===== src/rtl/pdt_pkg.sv =====
package pdt_pkg;
    typedef enum logic [1:0] {
        SRC_BIT      = 2'd0,
        SRC_BIT_HALF = 2'd1,
        SRC_STAGE    = 2'd2,
        SRC_STAGE_QT = 2'd3
    } pix_src_e;

    typedef enum logic [1:0] {
        ADR_PRESCALE = 2'd0,
        ADR_DIVS     = 2'd1,
        ADR_SOURCE   = 2'd2,
        ADR_SPARE    = 2'd3
    } fld_adr_e;
endpackage


===== src/rtl/pdt_cfg_regs.sv =====
module pdt_cfg_regs
    import pdt_pkg::*;
#(
    parameter int POW_W = 2,
    parameter int NIB_W = 4
) (
    input  logic               clk,
    input  logic               rst_n,
    input  logic               wr_en,
    input  logic [1:0]         wr_addr,
    input  logic [2*NIB_W-1:0] wr_data,
    output logic [POW_W-1:0]   exp_q,
    output logic [NIB_W-1:0]   bit_nib_q,
    output logic [NIB_W-1:0]   pix_nib_q,
    output pix_src_e           src_q,
    output logic               restart
);
    typedef struct packed {
        logic [POW_W-1:0] expo;
        logic [NIB_W-1:0] bitn;
        logic [NIB_W-1:0] pixn;
        pix_src_e         src;
    } fld_t;

    fld_t st_d, st_q;

    always_comb begin
        st_d    = st_q;
        restart = 1'b0;
        if (wr_en) begin
            unique case (fld_adr_e'(wr_addr))
                ADR_PRESCALE: begin
                    st_d.expo = wr_data[POW_W-1:0];
                    restart   = 1'b1;
                end
                ADR_DIVS: begin
                    st_d.bitn = wr_data[NIB_W-1:0];
                    st_d.pixn = wr_data[2*NIB_W-1:NIB_W];
                    restart   = 1'b1;
                end
                ADR_SOURCE: begin
                    st_d.src = pix_src_e'(wr_data[1:0]);
                    restart  = 1'b1;
                end
                default: ;
            endcase
        end
    end

    always_ff @(posedge clk or negedge rst_n) begin
        if (!rst_n) begin
            st_q.expo <= '0;
            st_q.bitn <= NIB_W'(1);
            st_q.pixn <= NIB_W'(1);
            st_q.src  <= SRC_BIT;
        end else begin
            st_q <= st_d;
        end
    end

    assign exp_q     = st_q.expo;
    assign bit_nib_q = st_q.bitn;
    assign pix_nib_q = st_q.pixn;
    assign src_q     = st_q.src;

    // a spare-address write leaves every field untouched
    assert_spare_ignored_R10: assert property (@(posedge clk) disable iff (!rst_n)
        (wr_en && wr_addr == 2'd3) |=> ($stable(exp_q) && $stable(bit_nib_q)
                                        && $stable(pix_nib_q) && $stable(src_q)));
endmodule


===== src/rtl/pdt_div.sv =====
module pdt_div #(
    parameter int CNT_W = 4
) (
    input  logic             clk,
    input  logic             rst_n,
    input  logic             clr,
    input  logic             in_ce,
    input  logic [CNT_W-1:0] ratio,
    output logic             out_ce
);
    logic [CNT_W-1:0] cnt_d, cnt_q;
    logic             wrap;

    always_comb begin
        wrap   = (cnt_q == CNT_W'(ratio - 1'b1));
        out_ce = rst_n && in_ce && wrap;
        cnt_d  = cnt_q;
        if (clr)
            cnt_d = '0;
        else if (in_ce)
            cnt_d = wrap ? '0 : cnt_q + 1'b1;
    end

    always_ff @(posedge clk or negedge rst_n) begin
        if (!rst_n) cnt_q <= '0;
        else        cnt_q <= cnt_d;
    end

    // above ratio 1 a pulse never lasts two cycles
    assert_pulse_width_R8: assert property (@(posedge clk) disable iff (!rst_n)
        (out_ce && ratio > CNT_W'(1) && !clr) |=> !out_ce);

    // the phase counter stays below the active ratio
    assert_cnt_bound_R9: assert property (@(posedge clk) disable iff (!rst_n)
        cnt_q < ratio);
endmodule


===== src/rtl/postdiv_ce_tree.sv =====
module postdiv_ce_tree
    import pdt_pkg::*;
#(
    parameter int POW_W    = 2,
    parameter int NIB_W    = 4,
    parameter int BYTE_DIV = 8,
    parameter int HALF_DIV = 2,
    parameter int QTR_DIV  = 4
) (
    input  logic               clk,
    input  logic               rst_n,
    input  logic               wr_en,
    input  logic [1:0]         wr_addr,
    input  logic [2*NIB_W-1:0] wr_data,
    output logic               stage_ce,
    output logic               bit_ce,
    output logic               byte_ce,
    output logic               pix_ce
);
    localparam int S1_W    = 2 ** POW_W;
    localparam int TAP_MAX = (BYTE_DIV > HALF_DIV)
                           ? ((BYTE_DIV > QTR_DIV) ? BYTE_DIV : QTR_DIV)
                           : ((HALF_DIV > QTR_DIV) ? HALF_DIV : QTR_DIV);
    localparam int TAP_W   = $clog2(TAP_MAX) + 1;
    localparam int NTAPS   = 3;
    localparam int TAP_RATIO [NTAPS] = '{BYTE_DIV, HALF_DIV, QTR_DIV};

    logic [POW_W-1:0] exp_q;
    logic [NIB_W-1:0] bit_nib_q, pix_nib_q;
    pix_src_e         src_q;
    logic             restart;

    logic [S1_W-1:0]  stage_ratio;
    logic [NIB_W-1:0] bit_ratio, pix_ratio;
    logic [NTAPS-1:0] tap_in, tap_out;
    logic             pix_src_ce;

    pdt_cfg_regs #(.POW_W(POW_W), .NIB_W(NIB_W)) u_cfg (
        .clk(clk), .rst_n(rst_n), .wr_en(wr_en), .wr_addr(wr_addr),
        .wr_data(wr_data), .exp_q(exp_q), .bit_nib_q(bit_nib_q),
        .pix_nib_q(pix_nib_q), .src_q(src_q), .restart(restart)
    );

    always_comb begin
        stage_ratio = S1_W'(1) << exp_q;
        bit_ratio   = (bit_nib_q == '0) ? NIB_W'(1) : bit_nib_q;
        pix_ratio   = (pix_nib_q == '0) ? NIB_W'(1) : pix_nib_q;
    end

    pdt_div #(.CNT_W(S1_W)) u_stage (
        .clk(clk), .rst_n(rst_n), .clr(restart), .in_ce(1'b1),
        .ratio(stage_ratio), .out_ce(stage_ce)
    );

    pdt_div #(.CNT_W(NIB_W)) u_bit (
        .clk(clk), .rst_n(rst_n), .clr(restart), .in_ce(stage_ce),
        .ratio(bit_ratio), .out_ce(bit_ce)
    );

    assign tap_in = {stage_ce, bit_ce, bit_ce};

    for (genvar t = 0; t < NTAPS; t++) begin : g_tap
        pdt_div #(.CNT_W(TAP_W)) u_fix (
            .clk(clk), .rst_n(rst_n), .clr(restart), .in_ce(tap_in[t]),
            .ratio(TAP_W'(TAP_RATIO[t])), .out_ce(tap_out[t])
        );
    end

    assign byte_ce = tap_out[0];

    always_comb begin
        unique case (src_q)
            SRC_BIT:      pix_src_ce = bit_ce;
            SRC_BIT_HALF: pix_src_ce = tap_out[1];
            SRC_STAGE:    pix_src_ce = stage_ce;
            default:      pix_src_ce = tap_out[2];
        endcase
    end

    pdt_div #(.CNT_W(NIB_W)) u_pix (
        .clk(clk), .rst_n(rst_n), .clr(restart), .in_ce(pix_src_ce),
        .ratio(pix_ratio), .out_ce(pix_ce)
    );

    // every byte pulse coincides with a bit pulse
    assert_byte_on_bit_R4: assert property (@(posedge clk) disable iff (!rst_n)
        byte_ce |-> bit_ce);

    // with source 2 a pixel pulse lands on a prescaler pulse
    assert_pix_on_stage_R5: assert property (@(posedge clk) disable iff (!rst_n)
        (src_q == SRC_STAGE && pix_ce) |-> stage_ce);

    // a bit pulse lands on a prescaler pulse
    assert_bit_on_stage_R3: assert property (@(posedge clk) disable iff (!rst_n)
        bit_ce |-> stage_ce);
endmodule


===== config.mk =====
export PLATFORM = sky130hd
export DESIGN_NAME = postdiv_ce_tree
export DESIGN_NICKNAME = d
export VERILOG_FILES = /design/src/rtl/pdt_pkg.sv /design/src/rtl/pdt_cfg_regs.sv /design/src/rtl/pdt_div.sv /design/src/rtl/postdiv_ce_tree.sv
export SDC_FILE = /design/constraint.sdc
export NUM_CORES = 1
export LEC_CHECK = 0
export BUFFER_PORTS_ARGS = -buffer_cell sky130_fd_sc_hd__buf_2
export CAP_MARGIN = 10
export CORE_MARGIN = 8
export CORE_UTILIZATION = 30
export CTS_BUF_LIST = sky130_fd_sc_hd__clkbuf_4 sky130_fd_sc_hd__clkbuf_8
export DETAILED_ROUTE_END_ITERATION = 6
export PLACE_DENSITY_LB_ADDON = 0.3
export SLEW_MARGIN = 25
export SYNTH_ARGS = -nofsm -noshare
export SYNTH_HDL_FRONTEND = slang
export SYNTH_SLANG_ARGS = --single-unit

===== constraint.sdc =====
create_clock -name clk -period 2.6 [get_ports clk]
set_input_delay 0.52 -clock clk [delete_from_list [all_inputs] [get_ports clk]]
set_output_delay 0.52 -clock clk [all_outputs]
set_load 0.05 [all_outputs]

==> impl_metrics.yaml, run 1 <==
drt:
  viasPerCell: 4.909
  drt_iter0_markers: 72
  vias: 1512
  route.detailed.drc: 0
  routedWlPerCell_um: 12.90
  first_pass_iters: 4
  totalWireLength_um: 3972
  ant_nets: 0
die:
  die_x_um: 97.69
  initial_core_util_pct: 31.35
  die_area_um2: 9543
  fp.dieH_um: 97.69
  rows: 29
  core_area_um2: 6386
  io_pins: 17
sta:
  setup_viol: 3
  relSlewSlack_pct: 68.68
  finClkSkew_ps: 4.359
  worst_slew_pin_slew_ps: 469.8
  layout_worst_path_cycle_share_pct: 112.0
  max_freq_mhz: 343.4
  holdWs_ps: 287.3
  drv_slew: 0
  hold_violations: 0
  setup_ws_ps: -311.7
  rsz0062_at_grt: "yes"
  min_period_ps: 2912
setup_path:
  cp-startpoint: "u_cfg.bit_nib_q[1]$_DFFE_PN0P_"
  regToRegStartpoint: "u_cfg.bit_nib_q[1]$_DFFE_PN0P_"
  cpPeakStageDelay_ps: 390
  arrival_ps: 2390
  crit_fanout: 3
  cp_cell_sequence: "nor3_2, nor2_1, ha_2, xor3_1, a211oi_2, nand4_2, a221oi_2, and3_4, buf_8"
  start_kind: "flip-flop"
  end_kind: "output pin"
  cp_top_family: "simple AND/OR/NAND/NOR gates"
  crit_slowest_cell: "dfrtp_1"
  critPathBufInv: 1
  reg2reg_depth: 10
  required_ps: 2080
  timing.rr.end: "g_tap[1].u_fix.cnt_q[2]$_DFFE_PN0P_"
  crit_type: "reg2out"
  regToRegSetupSlack_ps: 20
global_routing:
  grt_max_degree: 38
  grt_pass1_wl_um: 6858
  grt_usage_pct: 8.683
  globalRouteOverflowTotal: 0
  grt_pass1_vias: 1487
  antenna_found_initial: 0
synthesis:
  synthCells: 196
  synth_nets: 218
  synth_edf_count: 0
  ys_ff_latch: 36
  avgSynthCellArea_um2: 10.21
  synth_area_um2: 2002
  ys_types: 44
  yosysSeqAreaShare_pct: 45.13
  yosysWarnings: 0
  ys.flop_type: "dfrtp_1"
  async_reset_ff_share_pct: 100.0
placed_design:
  dp_slack_ps: -148.2
  io_buffers: 16
  routabilityCongestion: 0.7254
  hpwl_um: 2929
final_layout:
  drive_above_1_share_pct: 29.00
  fin_nets: 252
  seq_area_um2: 903.4
  multi_input_area_um2: 1092
  synthToLayoutAreaGrowth_pct: 23.38
  diodes: 0
  fillerInstances: 651
pwr:
  swShare_pct: 31.33
  p_int_w: 0.001170
  power_leakage_nw: 1.076
  switching_power_w: 0.0005339
  ir_worst_vdd_mv: 0.3260
  powerDensity_nw_per_um2: 689.9
  pwr-share-clk_pct: 28.8
  combPwrFrac_pct: 28.6
  power.sequential.fraction_pct: 42.6
clocking:
  clockBufferDepth: 2
  clk-insertion-delay-late_ps: 290
  ctsHoldBuffers: 0
  root_buffer: "clkbuf_8"
  htreeDepth: 2
  clock_sinks: 36
  numCtsBuffers: 5
  clk_pin_slew_worst_paths_ps: 80
  cts_tree: "built"
run_status:
  violations: "setup timing"
  status: "finished with violations"
worst_hold_path:
  hold_class: "in2async"
job:
  cap_viol_max_count: 0
[area by class of cell]
cell class                 count  share of cell area, %
clock buffer                   5                  2.786
clock inverter                 3                  1.722
inverter                      10                  1.520
multi-input combinational    146                  44.22
sequential                    36                  36.58
tap                           77                  3.901
timing repair buffer          31                  9.271
[cell usage in the layout, fill, tap and decap left out, drive strengths merged, types with 2 or more instances in the layout]
cell type,Yosys,routed
nand2,11,11
inv,10,10
o21ai,9,9
a211oi,2,2
or3,7,7
nor2,16,16
and2,3,3
xnor2,8,8
dfstp,2,2
nor3,8,8
nand3,8,8
mux2i,4,4
buf,1,30
a21oi,12,12
nor3b,3,3
mux2,12,12
nand3b,4,4
dfrtp,34,34
nor2b,3,3
o31ai,3,3
and3,2,2
or4,2,2
clkbuf,3,6
ha,9,9
nand2b,2,2
xor2,2,2
[cell usage after synthesis (2+ instances only)]
cell      instances  area share [%]
xor2_1            2            0.88
dfrtp_1          34              43
or4_1             2            0.75
clkbuf_1          3            0.56
nor2_1           16             3.0
nor3_1            8             2.0
and2_1            3            0.94
nor2b_1           3            0.94
and3_1            2            0.62
a21oi_1          12             3.0
xnor2_1           8             3.5
nand2b_1          2            0.62
mux2i_1           4             2.0
nand3b_1          4             1.5
o21ai_0           8             2.0
inv_1            10             1.9
ha_1              9             5.6
nor3b_1           3             1.1
o31ai_1           3             1.1
mux2_2           12             6.8
nand3_1           8             2.0
nand2_1          11             2.1
dfstp_2           2             2.6
or3_1             7             2.2
[per-layer routing]
metal	GRT usage (%)	wire (um)	vias up
met4	3.147	53	0
met1	10.61	1944	724
met3	3.201	131	5
li1	-	-	770
met5	0	0	-
met2	13.55	1842	13
[worst max-delay path by stage]
stage          endpoint  cells past startpoint
2_1_floorplan   byte_ce                      9
3_3_place_gp     pix_ce                      9
3_5_place_dp     pix_ce                      9
4_1_cts          pix_ce                      9
5_1_grt          pix_ce                      9
6_report         pix_ce                      9
[per-stage QoR]
stage | instances | area [um^2] | total power, W | util, % | TNS, ps
finish | 308 | 2470 | 0.001704 | 38.68 | -704.8
global route | 308 | 2470 | 0.001819 | 38.68 | -1328
CTS | 308 | 2436 | 0.001711 | 38.15 | -678.1
floorplan | 196 | 2023 | 0.001035 | - | -329.2
detailed placement | 299 | 2282 | 0.001196 | 35.74 | -241.7
global placement | 299 | 2282 | 0.001186 | 35.74 | -147.6
[repair_timing]
action                     in CTS  in global routing
setup endpoints to repair       6                  8
buffers inserted                1                  0
resized for setup              12                  8
pin swaps                       2                  1
gates cloned                    0                  0
[cells by family after synthesis]
kind of cell | synth area share (%)
AND/OR/NAND/NOR | 20.50
flip-flops | 45.13
AO/OA/AOI/OAI | 11.44
multiplexers | 8.750
buffers and inverters | 3.000
XOR/XNOR | 5.563
adder cells (fa/ha/maj) | 5.625
[state kept, by name, indices dropped and copies added (netlist names)]
signal and count:
u_cfg.src_q 2, u_cfg.exp_q 2, u_stage.cnt_q 4, u_cfg.bit_nib_q 4, u_pix.cnt_q 4, u_cfg.pix_nib_q 4
g_tap.u_fix.cnt_q 12, u_bit.cnt_q 4
[power groups by stage]
stage	logic, W	registers (W)	clock network (W)
floorplan	0.000314	0.000721	0
global placement	0.000451	0.000735	0
detailed placement	0.000460	0.000736	0
CTS	0.000477	0.000725	0.000508
global route	0.000548	0.000738	0.000534
finish	0.000487	0.000726	0.000491
No activity file was read; power rests on OpenSTA's default activity.
==> run 2: changes to the inputs <==
CORE_UTILIZATION = 45   (was 30)
==> run 2 against run 1 <==
The flow still finishes with violations (setup timing). Final area rose by 2.1%. Clock-buffer cell count rose by 3. Combinational power rose by 14%. Clock power fell by 12%. Sequential share of layout area fell by 0.76 points. First-iteration DRC count fell by 28%. Die area fell by 28%. Critical endpoint unchanged. Largest cell class unchanged. Largest power group unchanged.
==> impl_metrics.yaml, run 2 (synthesized netlist as in run 1, its figures left out) <==
drt:
  ant_nets: 0
  vias: 1546
  viasPerCell: 5.313
  route.detailed.drc: 0
  totalWireLength_um: 4135
  drt_iter0_markers: 52
  routedWlPerCell_um: 14.21
  first_pass_iters: 4
sta:
  drv_slew: 0
  rsz0062_at_grt: "yes"
  holdWs_ps: 352.0
  relSlewSlack_pct: 70.00
  worst_slew_pin_slew_ps: 449.9
  hold_violations: 0
  min_period_ps: 2919
  layout_worst_path_cycle_share_pct: 112.3
  setup_viol: 3
  setup_ws_ps: -318.7
  finClkSkew_ps: 10.75
  max_freq_mhz: 342.6
setup_path:
  regToRegSetupSlack_ps: 10
  crit_type: "reg2out"
  cpPeakStageDelay_ps: 380
  critPathBufInv: 1
  end_kind: "output pin"
  arrival_ps: 2400
  required_ps: 2080
  crit_fanout: 2
  cp_cell_sequence: "nor3_2, nor2_1, ha_2, xor3_1, a211oi_2, nand4_2, a221oi_4, and3_4, buf_8"
  crit_slowest_cell: "dfrtp_1"
  cp_top_family: "simple AND/OR/NAND/NOR gates"
  start_kind: "flip-flop"
final_layout:
  top_register: "g_tap.u_fix.cnt_q"
  fillerInstances: 367
  final_cell_area_um2: 2522
  synthToLayoutAreaGrowth_pct: 26.00
  mostFrequentLayoutCells: "34 x dfrtp_1, 20 x buf_4, 16 x nor2_1"
  drive_above_1_share_pct: 33.05
  diodes: 0
  largest_reg_flops: 12
  final_common_cell: "dfrtp_1"
  fin_nets: 260
  utilization_pct: 58.33
pwr:
  power.sequential.fraction_pct: 42.1
  ir_worst_vdd_mv: 0.2372
  swShare_pct: 32.04
  combPwrFrac_pct: 32.5
  p_int_w: 0.001162
  powerDensity_nw_per_um2: 678.1
  pwr-share-clk_pct: 25.4
  p_total_w: 0.001710
  switching_power_w: 0.0005480
  power_leakage_nw: 1.120
placed_design:
  dpl-instance-area_um2: 2266
  io_buffers: 16
  routabilityCongestion: 0.7338
  hpwl_um: 3003
clocking:
  clk_pin_slew_worst_paths_ps: 80
  cts_tree: "built"
  clock_sinks: 36
  clk-insertion-delay-late_ps: 290
  ctsHoldBuffers: 0
  numCtsBuffers: 5
  clockBufferDepth: 2
  root_buffer: "clkbuf_8"
  htreeDepth: 2
global_routing:
  grt_pass1_vias: 1550
  busiest_layer: "met2"
  grt_use_met1_pct: 15.55
  grt_pass1_wl_um: 6975
  grt_usage_pct: 13.27
  globalRouteOverflowTotal: 0
  grt_max_degree: 37
  antenna_found_initial: 0
  use_met3_pct: 3.247
  grt.met2_usage_pct: 22.53
die:
  rows: 24
  fp.dieH_um: 82.70
  core_area_um2: 4324
  die_x_um: 82.70
  initial_core_util_pct: 46.30
  io_pins: 17
  die_area_um2: 6839
worst_hold_path:
  hold_class: "in2async"
run_status:
  violations: "setup timing"
  status: "finished with violations"
job:
  cap_viol_max_count: 0
## run 2: power groups by stage
stage	combinational (W)	sequential, W	clock [W]
after floorplan	0.000314	0.000721	0
after global placement	0.000465	0.000725	0
after detailed placement	0.000478	0.000725	0
after CTS	0.000519	0.000718	0.000441
after global routing	0.000610	0.000732	0.000463
final	0.000556	0.000721	0.000434
## run 2: metrics by stage
stage / TNS (ps) / instances / worst slack (ps)
final: -844.8 / 291 / -318.7
after global routing: -1513 / 291 / -468.4
after CTS: -1042 / 286 / -335.7
after detailed placement: -498.4 / 276 / -154.1
after global placement: -392.4 / 276 / -131.0
after floorplan: -329.2 / 196 / -158.0
## run 2: layout make-up
type / instances / area, um^2 / area share (%)
well taps: 52 / 65.06 / 2.579
flip-flops and latches: 36 / 903.4 / 35.81
repair buffers: 39 / 296.5 / 11.76
clock buffers: 8 / 97.59 / 3.869
multi-input cells: 146 / 1122 / 44.49
inverters: 10 / 37.54 / 1.488
## run 2: final timing paths
check,from,to,cells after the start
hold reg to reg,u_stage.cnt_q[0]$_DFF_PN0_,u_stage.cnt_q[0]$_DFF_PN0_,1
setup reg to reg,u_cfg.bit_nib_q[1]$_DFFE_PN0P_,g_tap[1].u_fix.cnt_q[2]$_DFFE_PN0P_,11
min in group clk,wr_data[2],u_cfg.bit_nib_q[2]$_DFFE_PN0P_,2
setup / recovery,u_cfg.bit_nib_q[1]$_DFFE_PN0P_,pix_ce,9
max in group asynchronous,rst_n,u_cfg.pix_nib_q[0]$_DFFE_PN1P_,2
hold / removal,rst_n,g_tap[2].u_fix.cnt_q[3]$_DFFE_PN0P_,2
## run 2: per-layer routing
layer | vias up | part of all wire (%)
li1 | 783 | -
met1 | 748 | 45
met2 | 10 | 51
met3 | 5 | 2.1
met4 | 0 | 1.7
met5 | - | 0
## run 2: what timing repair did
item | 4_1_cts | 5_1_grt
endpoints found under the setup margin | 7 | 9
buffers inserted | 2 | 5
pin swaps | 3 | 8
gates resized for setup | 16 | 12
